==> config.mk <==
export PLATFORM = sky130hd
export DESIGN_NAME = ssp_serial_port
export DESIGN_NICKNAME = d
export VERILOG_FILES = /design/src/rtl/ssp_pkg.sv /design/src/rtl/ssp_frame_ctrl.sv /design/src/rtl/ssp_tx.sv /design/src/rtl/ssp_rx.sv /design/src/rtl/ssp_serial_port.sv
export SDC_FILE = /design/constraint.sdc
export NUM_CORES = 1
export LEC_CHECK = 0
export ABC_AREA = 1
export BUFFER_PORTS_ARGS = -buffer_cell sky130_fd_sc_hd__buf_2
export CAP_MARGIN = 0
export CELL_PAD_IN_SITES_DETAIL_PLACEMENT = 1
export CELL_PAD_IN_SITES_GLOBAL_PLACEMENT = 1
export CORE_MARGIN = 8
export CORE_UTILIZATION = 40
export CTS_CLUSTER_DIAMETER = 60
export DETAILED_ROUTE_END_ITERATION = 8
export GPL_ROUTABILITY_DRIVEN = 0
export PLACE_DENSITY = 0.85
export SLEW_MARGIN = 30
export SYNTH_ARGS = -nofsm -noshare
export SYNTH_HDL_FRONTEND = slang
export SYNTH_SLANG_ARGS = --single-unit
==> constraint.sdc <==
create_clock -name clk -period 1.6 [get_ports clk]
set_clock_uncertainty 0.15 [all_clocks]
set_input_delay 0.24 -clock clk [delete_from_list [all_inputs] [get_ports clk]]
set_output_delay 0.24 -clock clk [all_outputs]
set_load 0.02 [all_outputs]
==> src/rtl/ssp_pkg.sv <==
package ssp_pkg;

  typedef enum logic [1:0] {
    MODE_NORMAL = 2'd0,
    MODE_REMOTE = 2'd1,
    MODE_LOCAL  = 2'd2
  } ssp_mode_e;

  // Upper field bit clear means normal; otherwise the lower bit picks the loop.
  function automatic ssp_mode_e decode_mode(input logic [1:0] field);
    if (!field[1]) return MODE_NORMAL;
    return field[0] ? MODE_LOCAL : MODE_REMOTE;
  endfunction

  // Receive side effects are allowed in every mode except remote echo.
  function automatic logic mode_captures(input ssp_mode_e m);
    return (m != MODE_REMOTE);
  endfunction

endpackage

==> src/rtl/ssp_frame_ctrl.sv <==
module ssp_frame_ctrl
  import ssp_pkg::*;
#(
  parameter int WORD_W          = 16,
  parameter int WORDS_PER_FRAME = 4
) (
  input  logic       clk,
  input  logic       rst_n,
  input  logic       fs_i,
  input  logic [1:0] mode_field_i,
  output logic       active_o,
  output logic       word_start_o,
  output logic       word_end_o,
  output ssp_mode_e  mode_o
);
  localparam int CNT_W = $clog2(WORD_W);
  localparam int IDX_W = (WORDS_PER_FRAME > 1) ? $clog2(WORDS_PER_FRAME) : 1;
  localparam logic [CNT_W-1:0] LAST_BIT  = CNT_W'(WORD_W - 1);
  localparam logic [IDX_W-1:0] LAST_WORD = IDX_W'(WORDS_PER_FRAME - 1);

  logic [CNT_W-1:0] bit_cnt;
  logic [IDX_W-1:0] word_idx;
  logic             active_q;
  ssp_mode_e        mode_q;
  logic             last_word;
  logic             frame_done;

  assign last_word    = (word_idx == LAST_WORD);
  assign word_end_o   = active_q && (bit_cnt == LAST_BIT);
  assign frame_done   = word_end_o && last_word;
  assign word_start_o = fs_i || (word_end_o && !last_word);
  assign active_o     = active_q;
  assign mode_o       = mode_q;

  always_ff @(posedge clk) begin
    if (!rst_n) begin
      active_q <= 1'b0;
      bit_cnt  <= '0;
      word_idx <= '0;
      mode_q   <= MODE_NORMAL;
    end else if (fs_i) begin
      active_q <= 1'b1;
      bit_cnt  <= '0;
      word_idx <= '0;
      mode_q   <= decode_mode(mode_field_i);
    end else if (active_q) begin
      if (word_end_o) begin
        bit_cnt <= '0;
        if (last_word) active_q <= 1'b0;
        else           word_idx <= word_idx + 1'b1;
      end else begin
        bit_cnt <= bit_cnt + 1'b1;
      end
    end
  end


  mode_hold_chk: assert property (@(posedge clk) disable iff (!rst_n)
    !fs_i |=> $stable(mode_o));


  frame_idle_chk: assert property (@(posedge clk) disable iff (!rst_n)
    (frame_done && !fs_i) |=> !active_o);

endmodule

==> src/rtl/ssp_tx.sv <==
module ssp_tx #(
  parameter int WORD_W = 16
) (
  input  logic              clk,
  input  logic              rst_n,
  input  logic              wr_en_i,
  input  logic [WORD_W-1:0] wr_data_i,
  input  logic              load_i,
  input  logic              active_i,
  output logic              ser_o
);
  logic [WORD_W-1:0] tx_reg;
  logic [WORD_W-1:0] tx_shift;

  always_ff @(posedge clk) begin
    if (!rst_n) begin
      tx_reg   <= '0;
      tx_shift <= '0;
    end else begin
      if (wr_en_i) tx_reg <= wr_data_i;
      if (load_i)        tx_shift <= tx_reg;
      else if (active_i) tx_shift <= {tx_shift[WORD_W-2:0], 1'b0};
    end
  end

  assign ser_o = active_i && tx_shift[WORD_W-1];


  tx_load_chk: assert property (@(posedge clk) disable iff (!rst_n)
    load_i |=> (ser_o == $past(tx_reg[WORD_W-1])));

endmodule

==> src/rtl/ssp_rx.sv <==
module ssp_rx #(
  parameter int WORD_W = 16
) (
  input  logic              clk,
  input  logic              rst_n,
  input  logic              sample_i,
  input  logic              bit_i,
  input  logic              word_end_i,
  input  logic              capture_en_i,
  input  logic              rd_clr_i,
  output logic [WORD_W-1:0] rx_data_o,
  output logic              irq_o
);
  logic [WORD_W-2:0] rx_shift;
  logic [WORD_W-1:0] rx_data_q;
  logic              irq_q;
  logic              word_done;

  assign word_done = word_end_i && capture_en_i;

  always_ff @(posedge clk) begin
    if (!rst_n) begin
      rx_shift  <= '0;
      rx_data_q <= '0;
      irq_q     <= 1'b0;
    end else begin
      if (sample_i) rx_shift <= {rx_shift[WORD_W-3:0], bit_i};
      if (word_done) begin
        rx_data_q <= {rx_shift, bit_i};
        irq_q     <= 1'b1;
      end else if (rd_clr_i) begin
        irq_q <= 1'b0;
      end
    end
  end

  assign rx_data_o = rx_data_q;
  assign irq_o     = irq_q;


  rx_quiet_chk: assert property (@(posedge clk) disable iff (!rst_n)
    !capture_en_i |=> ($stable(rx_data_o) && !$rose(irq_o)));


  irq_set_chk: assert property (@(posedge clk) disable iff (!rst_n)
    word_done |=> irq_o);


  irq_clr_chk: assert property (@(posedge clk) disable iff (!rst_n)
    (rd_clr_i && !word_done) |=> !irq_o);

endmodule

==> src/rtl/ssp_serial_port.sv <==
module ssp_serial_port
  import ssp_pkg::*;
#(
  parameter int WORD_W          = 16,
  parameter int WORDS_PER_FRAME = 4
) (
  input  logic              clk,
  input  logic              rst_n,
  input  logic              fs_i,
  input  logic              sd_i,
  output logic              sd_o,
  input  logic [1:0]        test_mode_i,
  input  logic              wr_en_i,
  input  logic [WORD_W-1:0] wr_data_i,
  input  logic              rd_en_i,
  output logic [WORD_W-1:0] rd_data_o,
  output logic              irq_o
);
  logic      active;
  logic      word_start;
  logic      word_end;
  ssp_mode_e mode;
  logic      tx_ser;
  logic      rx_bit;
  logic      capture_en;

  ssp_frame_ctrl #(.WORD_W(WORD_W), .WORDS_PER_FRAME(WORDS_PER_FRAME)) u_frame (
    .clk          (clk),
    .rst_n        (rst_n),
    .fs_i         (fs_i),
    .mode_field_i (test_mode_i),
    .active_o     (active),
    .word_start_o (word_start),
    .word_end_o   (word_end),
    .mode_o       (mode)
  );

  ssp_tx #(.WORD_W(WORD_W)) u_tx (
    .clk       (clk),
    .rst_n     (rst_n),
    .wr_en_i   (wr_en_i),
    .wr_data_i (wr_data_i),
    .load_i    (word_start),
    .active_i  (active),
    .ser_o     (tx_ser)
  );

  assign capture_en = mode_captures(mode);
  assign rx_bit     = (mode == MODE_LOCAL) ? tx_ser : sd_i;

  always_comb begin
    unique case (mode)
      MODE_REMOTE: sd_o = sd_i;
      MODE_LOCAL:  sd_o = 1'b0;
      default:     sd_o = tx_ser;
    endcase
  end

  ssp_rx #(.WORD_W(WORD_W)) u_rx (
    .clk          (clk),
    .rst_n        (rst_n),
    .sample_i     (active),
    .bit_i        (rx_bit),
    .word_end_i   (word_end),
    .capture_en_i (capture_en),
    .rd_clr_i     (rd_en_i),
    .rx_data_o    (rd_data_o),
    .irq_o        (irq_o)
  );

endmodule

# Word-level counts from Yosys, hierarchy flattened
# Index checks and enable logic that the tools add are counted.
# totals
regBits	73
word_cells	45
# op_classes
n_addsub	2
eq_ne	5
mux	17
bitwise	2
reduce_logical	10
# ops
cell	n
2-to-1 mux 16 bit	2
2-to-1 mux 1 bit	10
2-to-1 mux 2 bit	3
adder 4 x 1 -> 4 bit, second input constant	1
== test 2 bit, second input constant	2
== test 4 bit, second input constant	1
logical AND 1 bit	4
2-to-1 mux 4 bit	1
nonzero test 2 bit	2
AND reduction 3 bit	1
adder 2 x 1 -> 2 bit, second input constant	1
== test 2 x 1 -> 1 bit, second input constant	1
inequality test 2 x 1 -> 1 bit, second input constant	1
NOT 1 bit	2
one-hot mux 1 bit (2 select lines)	1
OR reduction 2 bit	1
logical NOT 1 bit	1
logical OR 1 bit	1

# Longest topological paths before layout
# logic_depth
word_depth	5
mapped_depth	9

# Modules after synthesis
# A second synthesis with hierarchy kept.
# unflattened
hier_cells	399
area_unflattened_um2	2980.4
# modules_own_cells
mod	n_inst	cells_per_inst	area_per_inst_um2	seq_area_each_um2
ssp_tx	1	162	1277.5	640.6
ssp_rx	1	170	1202.4	640.6
ssp_frame_ctrl	1	55	435.4	180.2
ssp_serial_port	1	12	65.1	0.0

# Worst setup path after synthesis
# Ideal clock, no wire load.
# synth_path
kind	flip-flop to output port
start	register u_frame.mode_q[0] (netlist: u_frame.mode_o[0])
end	output sd_o
t_arrival_ns	1.246
setup_slack_ns	-0.036
path_stages_with_launch	4
n_path_buf	0
cell_sequence	dfxtp_1 > inv_1 > ha_1 > o31ai_1
# synth_between
elab_chain_len	2
word_cells_on_any_way	3
classes_between	eq/ne: 2; mux: 1
# synth_rtl
element	line	text
from (decl)	ssp_frame_ctrl.sv:24	ssp_mode_e mode_q;
from (signal assigned)	ssp_frame_ctrl.sv:45	mode_q <= decode_mode(mode_field_i);
== test 2 bit or == test 2 x 1 -> 1 bit (tied branches)	ssp_serial_port.sv:52	unique case (mode)
one-hot mux 1 bit (2 select lines) *	ssp_serial_port.sv:52	
to (decl)	ssp_serial_port.sv:11	output logic sd_o,
# Mark *: on every way between the ends. The rest lies on a longest branch, timed or not.

# Worst setup path in the final report
# Ends and elaborated chain as after synthesis.

==> metrics.cfg <==
[place]
dp_hpwl_um = 4811
dpl-instance-area_um2 = 3171
numPortBuffers = 41

[synth]
yosys.area.top_type_share_pct = 51.66
netlist.top_cell.by_area = dfxtp_1
netlist_area_um2 = 2829
ys_warn_count = 0
synthCells = 368
ys_ff_latch = 73
synth_nets = 396
synth_seq_area_share_pct = 51.66
postSynthAreaPerCell_um2 = 7.687
synth_cell_types = 26
synth_area_leaders = dfxtp_1, nor2_1, o21ai_0, nand3_1, nand2_1

[run]
drv_cap = 0

[run_status]
violations = setup timing
outcome = complete, but fails checks

[routing]
ant_nets = 0
drc_errors = 0
vias_per_cell = 4.965
drtIter0Drc = 99
firstDrtPassIters = 4
wl_per_cell_um = 14.35
num_vias = 2686
totalWireLength_um = 7766

[power_and_ir_drop]
ir_drop_uv = 783.1
power_density_nw_per_um2 = 1096
leakage_uw = 0.001699

[worst_setup_path]
critPathLaunch = u_frame.mode_o[0]
crit_path_start_kind = flip-flop
criticalPathCategory = flip-flop to output pin
required_ps = 1210
worstPathArrival_ps = 1320
crit_fanout = 2
r2r-end = u_tx.tx_shift[4]
r2r_start = u_frame.bit_cnt[0]
end_kind = output pin
r2r_slack_ps = 20
r2r_cells = 9

[floorplanning]
initial_core_util_pct = 41.41
rows = 30
core_region_area_um2 = 6832
ioPinCount = 42
die_w_um = 100.1
die_y_um = 100.1
die-area_um2 = 10020

[timing]
hold_violations = 0
slew_viol_final = 0
post-route-min-period_ps = 1711
min_period_over_period_pct = 107.0
finalSetupViolCount = 1
setup_slack_ps = -111.5
hold_ws_ps = 32.21
tightest_slew_ps = 418.7
grt_setup_unrepaired = yes
slew_headroom_pct = 72.05
clock.fmax_mhz = 584.3

[global_routing]
grt_usage_pct = 15.64
grt_pass1_wl_um = 12690
gr-usage-met3_pct = 5.260
antenna_found_initial = 0
grt_pass1_vias = 2802
use_met1_pct = 17.29
grt_max_degree = 32
grt_overflow = 0
grt_most_used_layer = met2
use_met2_pct = 27.30

[clocking]
clock-sinks = 73
cts_tree = done
path_clk_slew_ps = 70
h-tree-depth = 3
cts_inserted_buffers = 9
clockBufferDepth = 2
clockRootBuffer = clkbuf_8
clk_latency_ps = 360

[cells_and_area]
drive_above_1_share_pct = 24.72
n_fill_cell = 856
stdcell_area_um2 = 3785
n_antenna_cell = 0
fin_nets = 468
final_cell_mix = nor2_1, dfxtp_1, o21ai_0
area_growth_pct = 33.79
final_common_cell = nor2_1

[min_path]
min_to = u_tx.tx_reg[14]
holdCritPathClass = primary input to flip-flop
hp-start = wr_data_i[14]
hold_depth = 3

==> cells in the mapped netlist, drive strengths merged <==
master / number
nor4: 1
o21ai: 61
a21oi: 15
o22ai: 1
a311oi: 1
clkbuf: 13
o32ai: 1
ha: 4
clkinv: 2
dfxtp: 73
nor2: 99
o31ai: 1
a211oi: 1
nand3: 23
a31oi: 8
nand2: 32
buf: 6
inv: 26
==> worst max path at each step <==
| stage | to | slack, ps |
|---|---|---|
| after floorplan | sd_o | 110 |
| after global routing | sd_o | -170 |
| after global placement | u_rx.rx_data_o[15] | 90 |
| after CTS | sd_o | -140 |
| final | sd_o | -110 |
| after detailed placement | u_tx.tx_shift[4] | 40 |
==> layer usage <==
layer  vias up  routed length (um)  share of wire (%)
met3         8                 344                4.4
met4         0                 104                1.3
met5         -                   0                  0
li1       1349                   -                  -
met2        45                3911                 50
met1      1284                3404                 44
==> final cells by class <==
class                      count  area (um^2)  share of cell area (%)
sequential                    73         1466                   38.74
multi-input combinational    249         1274                   33.65
timing repair buffer          79        565.5                   14.94
clock inverter                 7        125.1                   3.306
clock buffer                   9        123.9                   3.273
tap                           96        120.1                   3.174
inverter                      28        110.1                   2.909
==> timing repair <==
action                                 4_1_cts  5_1_grt
hold buffers                                15        0
setup buffers                                5        3
pin swaps                                    4        6
cloned                                       0        2
endpoints found under the hold margin       16        0
resized for setup                           15       28
setup endpoints to repair                    2       37
==> report_power, final <==
part / switching [uW] / internal [uW]
Sequential: 56.4 / 1910
Clock: 755 / 1050
Combinational: 215 / 162
==> worst max-delay path, cell delays in order, from the launching register on <==
cell     delay, ps
dfxtp_2        340
inv_2           50
ha_4           290
nand3_4         80
o31ai_4         60
buf_6          140
==> cells by family after synthesis <==
family	count (synthesis)	share of synthesized area [%]
buf+inv	47	7.032
flops	73	51.66
simple gates	155	22.95
fa+ha+maj	4	1.769
compound gates	89	16.59
==> stage by stage <==
stage	power (uW)	setup TNS, ps	setup slack, ps	utilization [%]	instances
after floorplan	2193	0	105.7	-	368
after global placement	2290	0	93.43	46.41	500
after detailed placement	2308	0	44.99	46.41	500
after CTS	4162	-136.7	-136.7	53.72	536
after global routing	4314	-1117	-165.4	55.40	541
final	4148	-111.5	-111.5	55.40	541
(Power assumes the default switching activity.)
